`src/rtl/clkdiv_pkg.sv`:
```
package clkdiv_pkg;

  // Default code width: four ratios, /2 through /16.
  localparam int unsigned SEL_W_DEF = 2;

  // Names for the default ratio codes.
  typedef enum logic [SEL_W_DEF-1:0] {
    RATIO_DIV2  = 2'd0,
    RATIO_DIV4  = 2'd1,
    RATIO_DIV8  = 2'd2,
    RATIO_DIV16 = 2'd3
  } ratio_code_e;

  // Cycles in one half period for a given code.
  function automatic int unsigned half_cycles(input int unsigned code);
    return 32'd1 << code;
  endfunction

endpackage

```
`src/rtl/clkdiv_ctrl.sv`:
```
module clkdiv_ctrl #(
  parameter int unsigned SEL_W = 2,
  parameter int unsigned CW    = 4
) (
  input  logic             clk_i,
  input  logic             rst_i,
  input  logic [SEL_W-1:0] ratio_sel_i,
  input  logic             enable_i,
  input  logic [CW-1:0]    cnt_q_i,
  output logic             wrap_o,
  output logic [SEL_W-1:0] sel_q_o,
  output logic [SEL_W-1:0] sel_nxt_o,
  output logic             run_nxt_o,
  output logic             run_q_o
);
  localparam int unsigned NCODES = 1 << SEL_W;

  logic [CW-1:0] mask_tbl [NCODES];
  logic [CW-1:0] mask_cur;
  logic [SEL_W-1:0] sel_q;
  logic run_q;

  // Last count value of a period for each code: 2^(code+1)-1.
  for (genvar g = 0; g < NCODES; g++) begin : g_mask
    assign mask_tbl[g] = CW'((64'd2 << g) - 64'd1);
  end

  assign mask_cur = mask_tbl[sel_q];
  // While idle, every cycle counts as a period boundary.
  assign wrap_o    = !run_q || ((cnt_q_i & mask_cur) == mask_cur);
  assign sel_nxt_o = wrap_o ? ratio_sel_i : sel_q;
  assign run_nxt_o = wrap_o ? enable_i : run_q;

  always_ff @(posedge clk_i) begin
    if (rst_i) begin
      sel_q <= '0;
      run_q <= 1'b0;
    end else begin
      sel_q <= sel_nxt_o;
      run_q <= run_nxt_o;
    end
  end

  assign sel_q_o = sel_q;
  assign run_q_o = run_q;

  AST_CNT_IN_RATIO: assert property (@(posedge clk_i) disable iff (rst_i)
    (cnt_q_i & ~mask_cur) == '0);

endmodule

```
`src/rtl/clkdiv_cnt.sv`:
```
module clkdiv_cnt #(
  parameter int unsigned CW = 4
) (
  input  logic          clk_i,
  input  logic          rst_i,
  input  logic          wrap_i,
  output logic [CW-1:0] cnt_q_o,
  output logic [CW-1:0] cnt_nxt_o
);
  logic [CW-1:0] cnt_q;

  // The count returns to zero at each period boundary, so a new period
  // always starts with a high phase.
  assign cnt_nxt_o = wrap_i ? '0 : cnt_q + CW'(1);

  always_ff @(posedge clk_i) begin
    if (rst_i) cnt_q <= '0;
    else       cnt_q <= cnt_nxt_o;
  end

  assign cnt_q_o = cnt_q;

endmodule

```
`src/rtl/clkdiv_outstage.sv`:
```
module clkdiv_outstage #(
  parameter int unsigned SEL_W = 2,
  parameter int unsigned CW    = 4
) (
  input  logic             clk_i,
  input  logic             rst_i,
  input  logic             run_nxt_i,
  input  logic [SEL_W-1:0] sel_nxt_i,
  input  logic [CW-1:0]    cnt_nxt_i,
  output logic             p_o,
  output logic             n_o
);
  localparam int unsigned NCODES = 1 << SEL_W;

  logic [NCODES-1:0] phase_bits;
  logic level;
  logic p_q, n_q;

  // Code g reads count bit g, inverted so the period opens high.
  for (genvar g = 0; g < NCODES; g++) begin : g_phase
    assign phase_bits[g] = ~cnt_nxt_i[g];
  end

  assign level = run_nxt_i & phase_bits[sel_nxt_i];

  // Separate, matched flops for the true and complement outputs.
  always_ff @(posedge clk_i) begin
    if (rst_i) begin
      p_q <= 1'b0;
      n_q <= 1'b1;
    end else begin
      p_q <= level;
      n_q <= ~level;
    end
  end

  assign p_o = p_q;
  assign n_o = n_q;

  AST_PAIR_COMPLEMENT: assert property (@(posedge clk_i) disable iff (rst_i)
    n_q == !p_q);

endmodule

```
`src/rtl/vco_out_divider.sv`:
```
module vco_out_divider #(
  parameter int unsigned SEL_W = clkdiv_pkg::SEL_W_DEF
) (
  input  logic             clk_i,
  input  logic             rst_i,
  input  logic [SEL_W-1:0] ratio_sel_i,
  input  logic             enable_i,
  output logic             clk_out_p_o,
  output logic             clk_out_n_o
);
  localparam int unsigned CW = 1 << SEL_W;

  logic             wrap;
  logic [SEL_W-1:0] sel_q, sel_nxt;
  logic             run_nxt, run_q;
  logic [CW-1:0]    cnt_q, cnt_nxt;

  clkdiv_ctrl #(.SEL_W(SEL_W), .CW(CW)) i_ctrl (
    .clk_i       (clk_i),
    .rst_i       (rst_i),
    .ratio_sel_i (ratio_sel_i),
    .enable_i    (enable_i),
    .cnt_q_i     (cnt_q),
    .wrap_o      (wrap),
    .sel_q_o     (sel_q),
    .sel_nxt_o   (sel_nxt),
    .run_nxt_o   (run_nxt),
    .run_q_o     (run_q)
  );

  clkdiv_cnt #(.CW(CW)) i_cnt (
    .clk_i     (clk_i),
    .rst_i     (rst_i),
    .wrap_i    (wrap),
    .cnt_q_o   (cnt_q),
    .cnt_nxt_o (cnt_nxt)
  );

  clkdiv_outstage #(.SEL_W(SEL_W), .CW(CW)) i_out (
    .clk_i     (clk_i),
    .rst_i     (rst_i),
    .run_nxt_i (run_nxt),
    .sel_nxt_i (sel_nxt),
    .cnt_nxt_i (cnt_nxt),
    .p_o       (clk_out_p_o),
    .n_o       (clk_out_n_o)
  );

  // Phase-length tracker used only by the checks below.
  logic          prev_p;
  logic [CW:0]   len_q;

  always_ff @(posedge clk_i) begin
    if (rst_i) begin
      prev_p <= 1'b0;
      len_q  <= '0;
    end else begin
      prev_p <= clk_out_p_o;
      len_q  <= (clk_out_p_o != prev_p) ? (CW+1)'(1) : len_q + (CW+1)'(1);
    end
  end

  AST_HIGH_PHASE_WIDTH: assert property (@(posedge clk_i) disable iff (rst_i)
    (prev_p && !clk_out_p_o) |-> (len_q == ((CW+1)'(1) << sel_q)));

  AST_RISE_AT_PERIOD_START: assert property (@(posedge clk_i) disable iff (rst_i)
    $rose(clk_out_p_o) |-> (cnt_q == '0));

  AST_LOW_WHEN_IDLE: assert property (@(posedge clk_i) disable iff (rst_i)
    !run_q |-> (!clk_out_p_o && clk_out_n_o));

  AST_RUN_FOLLOWS_ENABLE: assert property (@(posedge clk_i) disable iff (rst_i)
    (!run_q && enable_i) |=> clk_out_p_o);

endmodule

```
`config.mk`:
```
export PLATFORM = sky130hd
export DESIGN_NAME = vco_out_divider
export DESIGN_NICKNAME = d
export VERILOG_FILES = /design/src/rtl/clkdiv_pkg.sv /design/src/rtl/clkdiv_ctrl.sv /design/src/rtl/clkdiv_cnt.sv /design/src/rtl/clkdiv_outstage.sv /design/src/rtl/vco_out_divider.sv
export SDC_FILE = /design/constraint.sdc
export NUM_CORES = 1
export LEC_CHECK = 0
export BUFFER_PORTS_ARGS = -buffer_cell sky130_fd_sc_hd__buf_4
export CORE_AREA = 2 2 39 41
export DETAILED_ROUTE_END_ITERATION = 12
export DIE_AREA = 0 0 41 43
export GPL_ROUTABILITY_DRIVEN = 1
export PLACE_DENSITY = 0.6
export SETUP_SLACK_MARGIN = 0.02
export SYNTH_ARGS = -nofsm -noshare
export SYNTH_HDL_FRONTEND = slang
export SYNTH_SLANG_ARGS = --single-unit
```
`constraint.sdc`:
```
create_clock -name clk_i -period 1.24 [get_ports clk_i]
set_input_delay 0.186 -clock clk_i [delete_from_list [all_inputs] [get_ports clk_i]]
set_output_delay 0.186 -clock clk_i [all_outputs]
set_load 0.01 [all_outputs]
```
# [Word level (Yosys, flattened, before mapping)]
# Index checks and enable logic that the tools add are counted.
[word_totals] regBits=9 latchBits=0 ram_bits=0 rom_bits=0 input_bits=5 out_inout_bits=2 word_cells=27 mem_count=0
[op_classes] n_addsub=1 mul=0 n_div=0 order_cmp=2 n_eq_ne=1 shift=0 mux=8 bitwise=8 n_reduce_logical=2
[op_table] cell="$mux 4" n=3
[op_table] cell="$bmux 4 s2" n=1
[op_table] cell="$not 1->1" n=5
[op_table] cell="$add 4x1->4 const B" n=1
[op_table] cell="$and 4x4->4" n=1
[op_table] cell="$eq 4x4->1" n=1
[op_table] cell="$ge 3x3->1 const B" n=1
[op_table] cell="$lt 2x3->1 const B" n=1
[op_table] cell="$not 2->3" n=1
[op_table] cell="$bmux 1 s2" n=1
[op_table] cell="$mux 1" n=2
[op_table] cell="$mux 2" n=1
[op_table] cell="$and 1x1->1" n=1
[op_table] cell="$logic_not 1->1" n=1
[op_table] cell="$logic_or 1x1->1" n=1

# [Longest topological paths before layout]
[depth] depth_word=13 ltp_mapped=5 ltp_nobuf=5

# [By module]
# A second synthesis with hierarchy kept.
[unflattened] cells_unflattened=55 hier_area_um2=496.7
[by_module_without_submodules] mod="clkdiv_ctrl" instances=1 cells_each=30 area_each_um2=219.0 seq_area_each_um2=60.1
[by_module_without_submodules] mod="clkdiv_cnt" instances=1 cells_each=20 area_each_um2=198.9 seq_area_each_um2=80.1
[by_module_without_submodules] mod="clkdiv_outstage" instances=1 cells_each=5 area_each_um2=78.8 seq_area_each_um2=40.0

# [Worst setup path before layout]
# No wires, ideal clock.
[synth_timing] path_type="reg-to-reg" startpoint="register i_ctrl.sel_q[0] (netlist: i_ctrl.sel_q_o[0])" endpoint="register i_out.p_q (netlist: i_out.p_o)" setup_ns=0.120 arrival_ns=1.217 required_ns=1.120 slack_ns=-0.096 path_stages_with_launch=6 path_buffers=1 period_less_slack_ns=1.336 cell_sequence="dfxtp_1 > buf_6 > nand2b_4 > a311oi_4 > o21ai_2 > o31a_1"
[synth_between] elab_chain_cells=12 elab_cells_between_ends=17 classes_between="1 x eq/ne; 8 x mux; 7 x bitwise; 1 x reduce/logical"
[synth_rtl] item="start, declared" line="clkdiv_ctrl.sv:20" rtl="logic [SEL_W-1:0] sel_q;"
[synth_rtl] item="start signal, assigned" line="clkdiv_ctrl.sv:39" rtl="sel_q <= sel_nxt_o;"
[synth_rtl] item="$not 2->3 (implied by the code)" line="clkdiv_ctrl.sv:28" rtl="assign mask_cur = mask_tbl[sel_q];"
[synth_rtl] item="$bmux 4 s2" line="clkdiv_ctrl.sv:28"
[synth_rtl] item="$mux 4 (implied by the code) (2 in series)" line="clkdiv_ctrl.sv:28"
[synth_rtl] item="$and 4x4->4" line="clkdiv_ctrl.sv:30" rtl="assign wrap_o = !run_q || ((cnt_q_i & mask_cur) == mask_cur);"
[synth_rtl] item="$eq 4x4->1" line="clkdiv_ctrl.sv:30"
[synth_rtl] item="$logic_or 1x1->1" line="clkdiv_ctrl.sv:30"
[synth_rtl] item="$mux 4" line="clkdiv_cnt.sv:14" rtl="assign cnt_nxt_o = wrap_i ? '0 : cnt_q + CW'(1);"
[synth_rtl] item="$not 1->1" line="clkdiv_outstage.sv:21" rtl="assign phase_bits[g] = ~cnt_nxt_i[g];"
[synth_rtl] item="$bmux 1 s2" line="clkdiv_outstage.sv:24" rtl="assign level = run_nxt_i & phase_bits[sel_nxt_i];"
[synth_rtl] item="$mux 1 (implied by the code)" line="clkdiv_outstage.sv:24"
[synth_rtl] item="$and 1x1->1 (*)" line="clkdiv_outstage.sv:24"
[synth_rtl] item="end signal, assigned" line="clkdiv_outstage.sv:32" rtl="p_q <= level;"
[synth_rtl] item="end, declared" line="clkdiv_outstage.sv:17" rtl="logic p_q, n_q;"
# Every way passes the cells marked *; elsewhere a longest branch is shown, timed or not. The select of a mux whose other input is x is not followed.
# A chain may end at the register's enable or synchronous reset.

# [Final worst setup path]
[layout_timing] startpoint="register i_ctrl.sel_q[0] (netlist: i_ctrl.sel_q_o[0])" endpoint="register i_ctrl.sel_q[1] (netlist: i_ctrl.sel_q_o[1])"
[layout_between] elab_chain_cells=8
[layout_rtl] item="$not 2->3 (implied by the code) (*)" line="clkdiv_ctrl.sv:28"
[layout_rtl] item="$bmux 4 s2 (*)" line="clkdiv_ctrl.sv:28"
[layout_rtl] item="$mux 4 (implied by the code) (*) (2 in series)" line="clkdiv_ctrl.sv:28"
[layout_rtl] item="$and 4x4->4" line="clkdiv_ctrl.sv:30"
[layout_rtl] item="$eq 4x4->1 (*)" line="clkdiv_ctrl.sv:30"
[layout_rtl] item="$logic_or 1x1->1 (*)" line="clkdiv_ctrl.sv:30"
[layout_rtl] item="$mux 2 (*)" line="clkdiv_ctrl.sv:31" rtl="assign sel_nxt_o = wrap_o ? ratio_sel_i : sel_q;"
# Marked as above.

==> impl_metrics.ini <==
[synthesis]
synth.distinct_cells = 28
ys_seq_area_frac = 0.398
synth_top_family_by_area = compound AO/OA/AOI/OAI gates
yosysWarnings = 0
synth_compound_area_frac = 0.279
muxShareOfSynthArea = 0.0221
synth_nets = 53
syn_inst = 47
syn_area_um2 = 453
synth-simple-area-share = 0.193
avgSynthCellArea_um2 = 9.64
synth_xor_area_frac = 0.0387
synth_fa_ha_area_frac = 0.0276
synth_seq_cells = 9

[layout]
post-route-util = 0.537
antenna_cells = 0
fill_cells = 120
area_growth_pct = 64.1
drive_gt1_frac = 0.629
layout.nets = 77

[sta]
worstMarginPinSlew_ps = 336
timing.final.hold_violations = 0
finalMaxSlewViolations = 0
tns_ps = -133
setup_slack_ps = -49.9
min_period_over_period = 1.04
fin_worst_skew_ps = 10.7
rsz0062_at_grt = true
setup-violations-final = 4
fin_crit_ps = 1290
slew-limit-headroom = 0.774
max_freq_mhz = 775

[global_route]
grt_pass1_wl_um = 1860
antenna_found_initial = 0
overflow = 0
grt_max_degree = 8
grt_pass1_vias = 419
grt.total_usage = 0.159

[routing]
antenna_left = 0
vias_per_cell = 5.33
post-route-drc-count = 0
num_vias = 458
wl_um = 1210
drt-pass1-iter-count = 5
drt_first_iter_violations = 4
wl_per_cell_um = 14.1

[die]
rows = 14
start_util = 0.327
die_w_um = 41
io_pins = 7
die_h_um = 43
core_area_mm2 = 0.00138
dieArea_mm2 = 0.00176

[worst_setup_path]
critPathArrivalTime_ps = 1480
crit_type = reg -> reg
critPathRequiredTime_ps = 1430
worstSetupEndpointType = register
start_kind = register
cp_max_fo = 5

[power_and_ir_drop]
vdd.ir_drop.worst_mv = 0.707
powerDensity_mw_per_mm2 = 1060
power.leakage_nw = 0.275

[cts]
cts_buffers = 3
hold_buffers = 0
clock_latency_ps = 270
clock-sinks = 9
clockBufferDepth = 2
cts_root_buf = clkbuf_4
cts_tree = yes
path_clk_slew_ps = 70
cts_max_level = 1

[run_status]
status = complete, but fails checks
violations = negative setup slack

[placement]
place.gp.congestion = 0.804
numPortBuffers = 6
hpwl_um = 801

[job]
drv_cap = 0

[min_path]
hp-class = in -> reg
[cell usage after synthesis]
| cell | number | share of area |
|---|---|---|
| nor2b_1 | 1 | 0.014 |
| o211ai_1 | 2 | 0.033 |
| nand3_1 | 2 | 0.022 |
| inv_1 | 2 | 0.017 |
| ha_1 | 1 | 0.028 |
| nor3b_1 | 1 | 0.017 |
| nand2_1 | 4 | 0.033 |
| o221ai_1 | 1 | 0.019 |
| a311oi_4 | 1 | 0.058 |
| o22ai_1 | 1 | 0.014 |
| nor2_1 | 2 | 0.017 |
| a211oi_1 | 1 | 0.017 |
| a21o_1 | 1 | 0.017 |
| mux2i_1 | 1 | 0.022 |
| buf_6 | 1 | 0.025 |
| xnor2_1 | 1 | 0.019 |
| o31ai_1 | 1 | 0.017 |
| a21oi_1 | 3 | 0.033 |
| dfxtp_1 | 9 | 0.40 |
| a31oi_1 | 1 | 0.014 |
| o31a_1 | 1 | 0.019 |
| nor3_1 | 3 | 0.033 |
| and2_1 | 1 | 0.014 |
| a2bb2oi_1 | 1 | 0.019 |
| o21ai_2 | 1 | 0.019 |
| nand2b_4 | 1 | 0.030 |
| nand2b_1 | 1 | 0.014 |
| xor2_1 | 1 | 0.019 |
[final cells by class]
| class | instances | area (µm²) | area share |
|---|---|---|---|
| inverter | 2 | 7.51 | 0.0101 |
| sequential | 9 | 194 | 0.261 |
| clock buffer | 4 | 26.3 | 0.0354 |
| tap | 16 | 20.0 | 0.0269 |
| timing repair buffer | 20 | 154 | 0.207 |
| multi-input combinational | 35 | 342 | 0.460 |
[stage by stage]
stage	hold WS (ps)	cell area, µm²	total power, mW	cells	setup WS, ps
after CTS	137	689	0.765	86	-63.9
after global routing	161	743	0.830	86	-140
after floorplan	248	460	0.428	47	-59.6
final	166	743	0.785	86	-49.9
after global placement	412	619	0.516	82	-92.1
after detailed placement	411	619	0.518	82	-90.7
[layer usage]
metal	GRT usage	up-vias	part of all wire
li1	-	222	-
met4	0.0800	0	0
met1	0.212	221	0.43
met3	0.0314	0	0.041
met2	0.234	15	0.53
met5	0	-	0
[worst max-delay path: stages, from the launching register on]
cell and delay [ps]:
dfxtp_4 390, nand2b_4 70, a311oi_4 340, buf_4 180
o211ai_1 70, a21oi_1 150
[path summary, 6_finish.rpt]
check | from | end | slack, ps | depth (start not counted)
worst max-delay path | i_ctrl.sel_q_o[0] | i_ctrl.sel_q_o[1] | -50 | 5
worst min-delay path | rst_i | i_ctrl.sel_q_o[0] | 170 | 2
worst max register to register | i_ctrl.sel_q_o[0] | i_ctrl.sel_q_o[1] | -50 | 5
worst min register to register | i_cnt.cnt_q_o[0] | i_cnt.cnt_q_o[0] | 550 | 2
[power by group]
part           switching, mW  internal [mW]  total [mW]
logic                 0.0978          0.118       0.216
registers             0.0251          0.309       0.334
clock network          0.111          0.124       0.235
total                  0.234          0.551       0.785
[cell families after synthesis]
| logic type | after synthesis |
|---|---|
| buffers and inverters | 3 |
| DFF | 9 |
| muxes | 1 |
| and+or+nand+nor | 16 |
| xor gates and xnor gates | 2 |
| AOI/OAI and AO/OA | 15 |
| adders and majority gates | 1 |
[repair_timing]
action | in CTS | in global routing
endpoints found under the setup margin | 7 | 8
hold endpoints to repair | 0 | 0
pin swaps | 5 | 3
setup buffers | 0 | 0
gates resized for setup | 11 | 11
[state kept, by name, summed over array words and instances, names as in the netlist]
| name | count |
|---|---|
| i_ctrl.sel_q_o | 2 |
| i_out.n_o | 1 |
| i_cnt.cnt_q_o | 4 |
| i_ctrl.run_q_o | 1 |
| i_out.p_o | 1 |
[cells in the final DEF, fill, tap and decap left out, types with 2 or more instances in the layout]
cell	count
clkbuf_4	3
nand3_1	2
nand2_1	4
dfxtp_2	2
dfxtp_4	3
nor3_2	2
a21oi_1	2
buf_4	19
inv_1	2
dfxtp_1	4
o211ai_1	2
No activity file was read; power rests on OpenSTA's default activity.
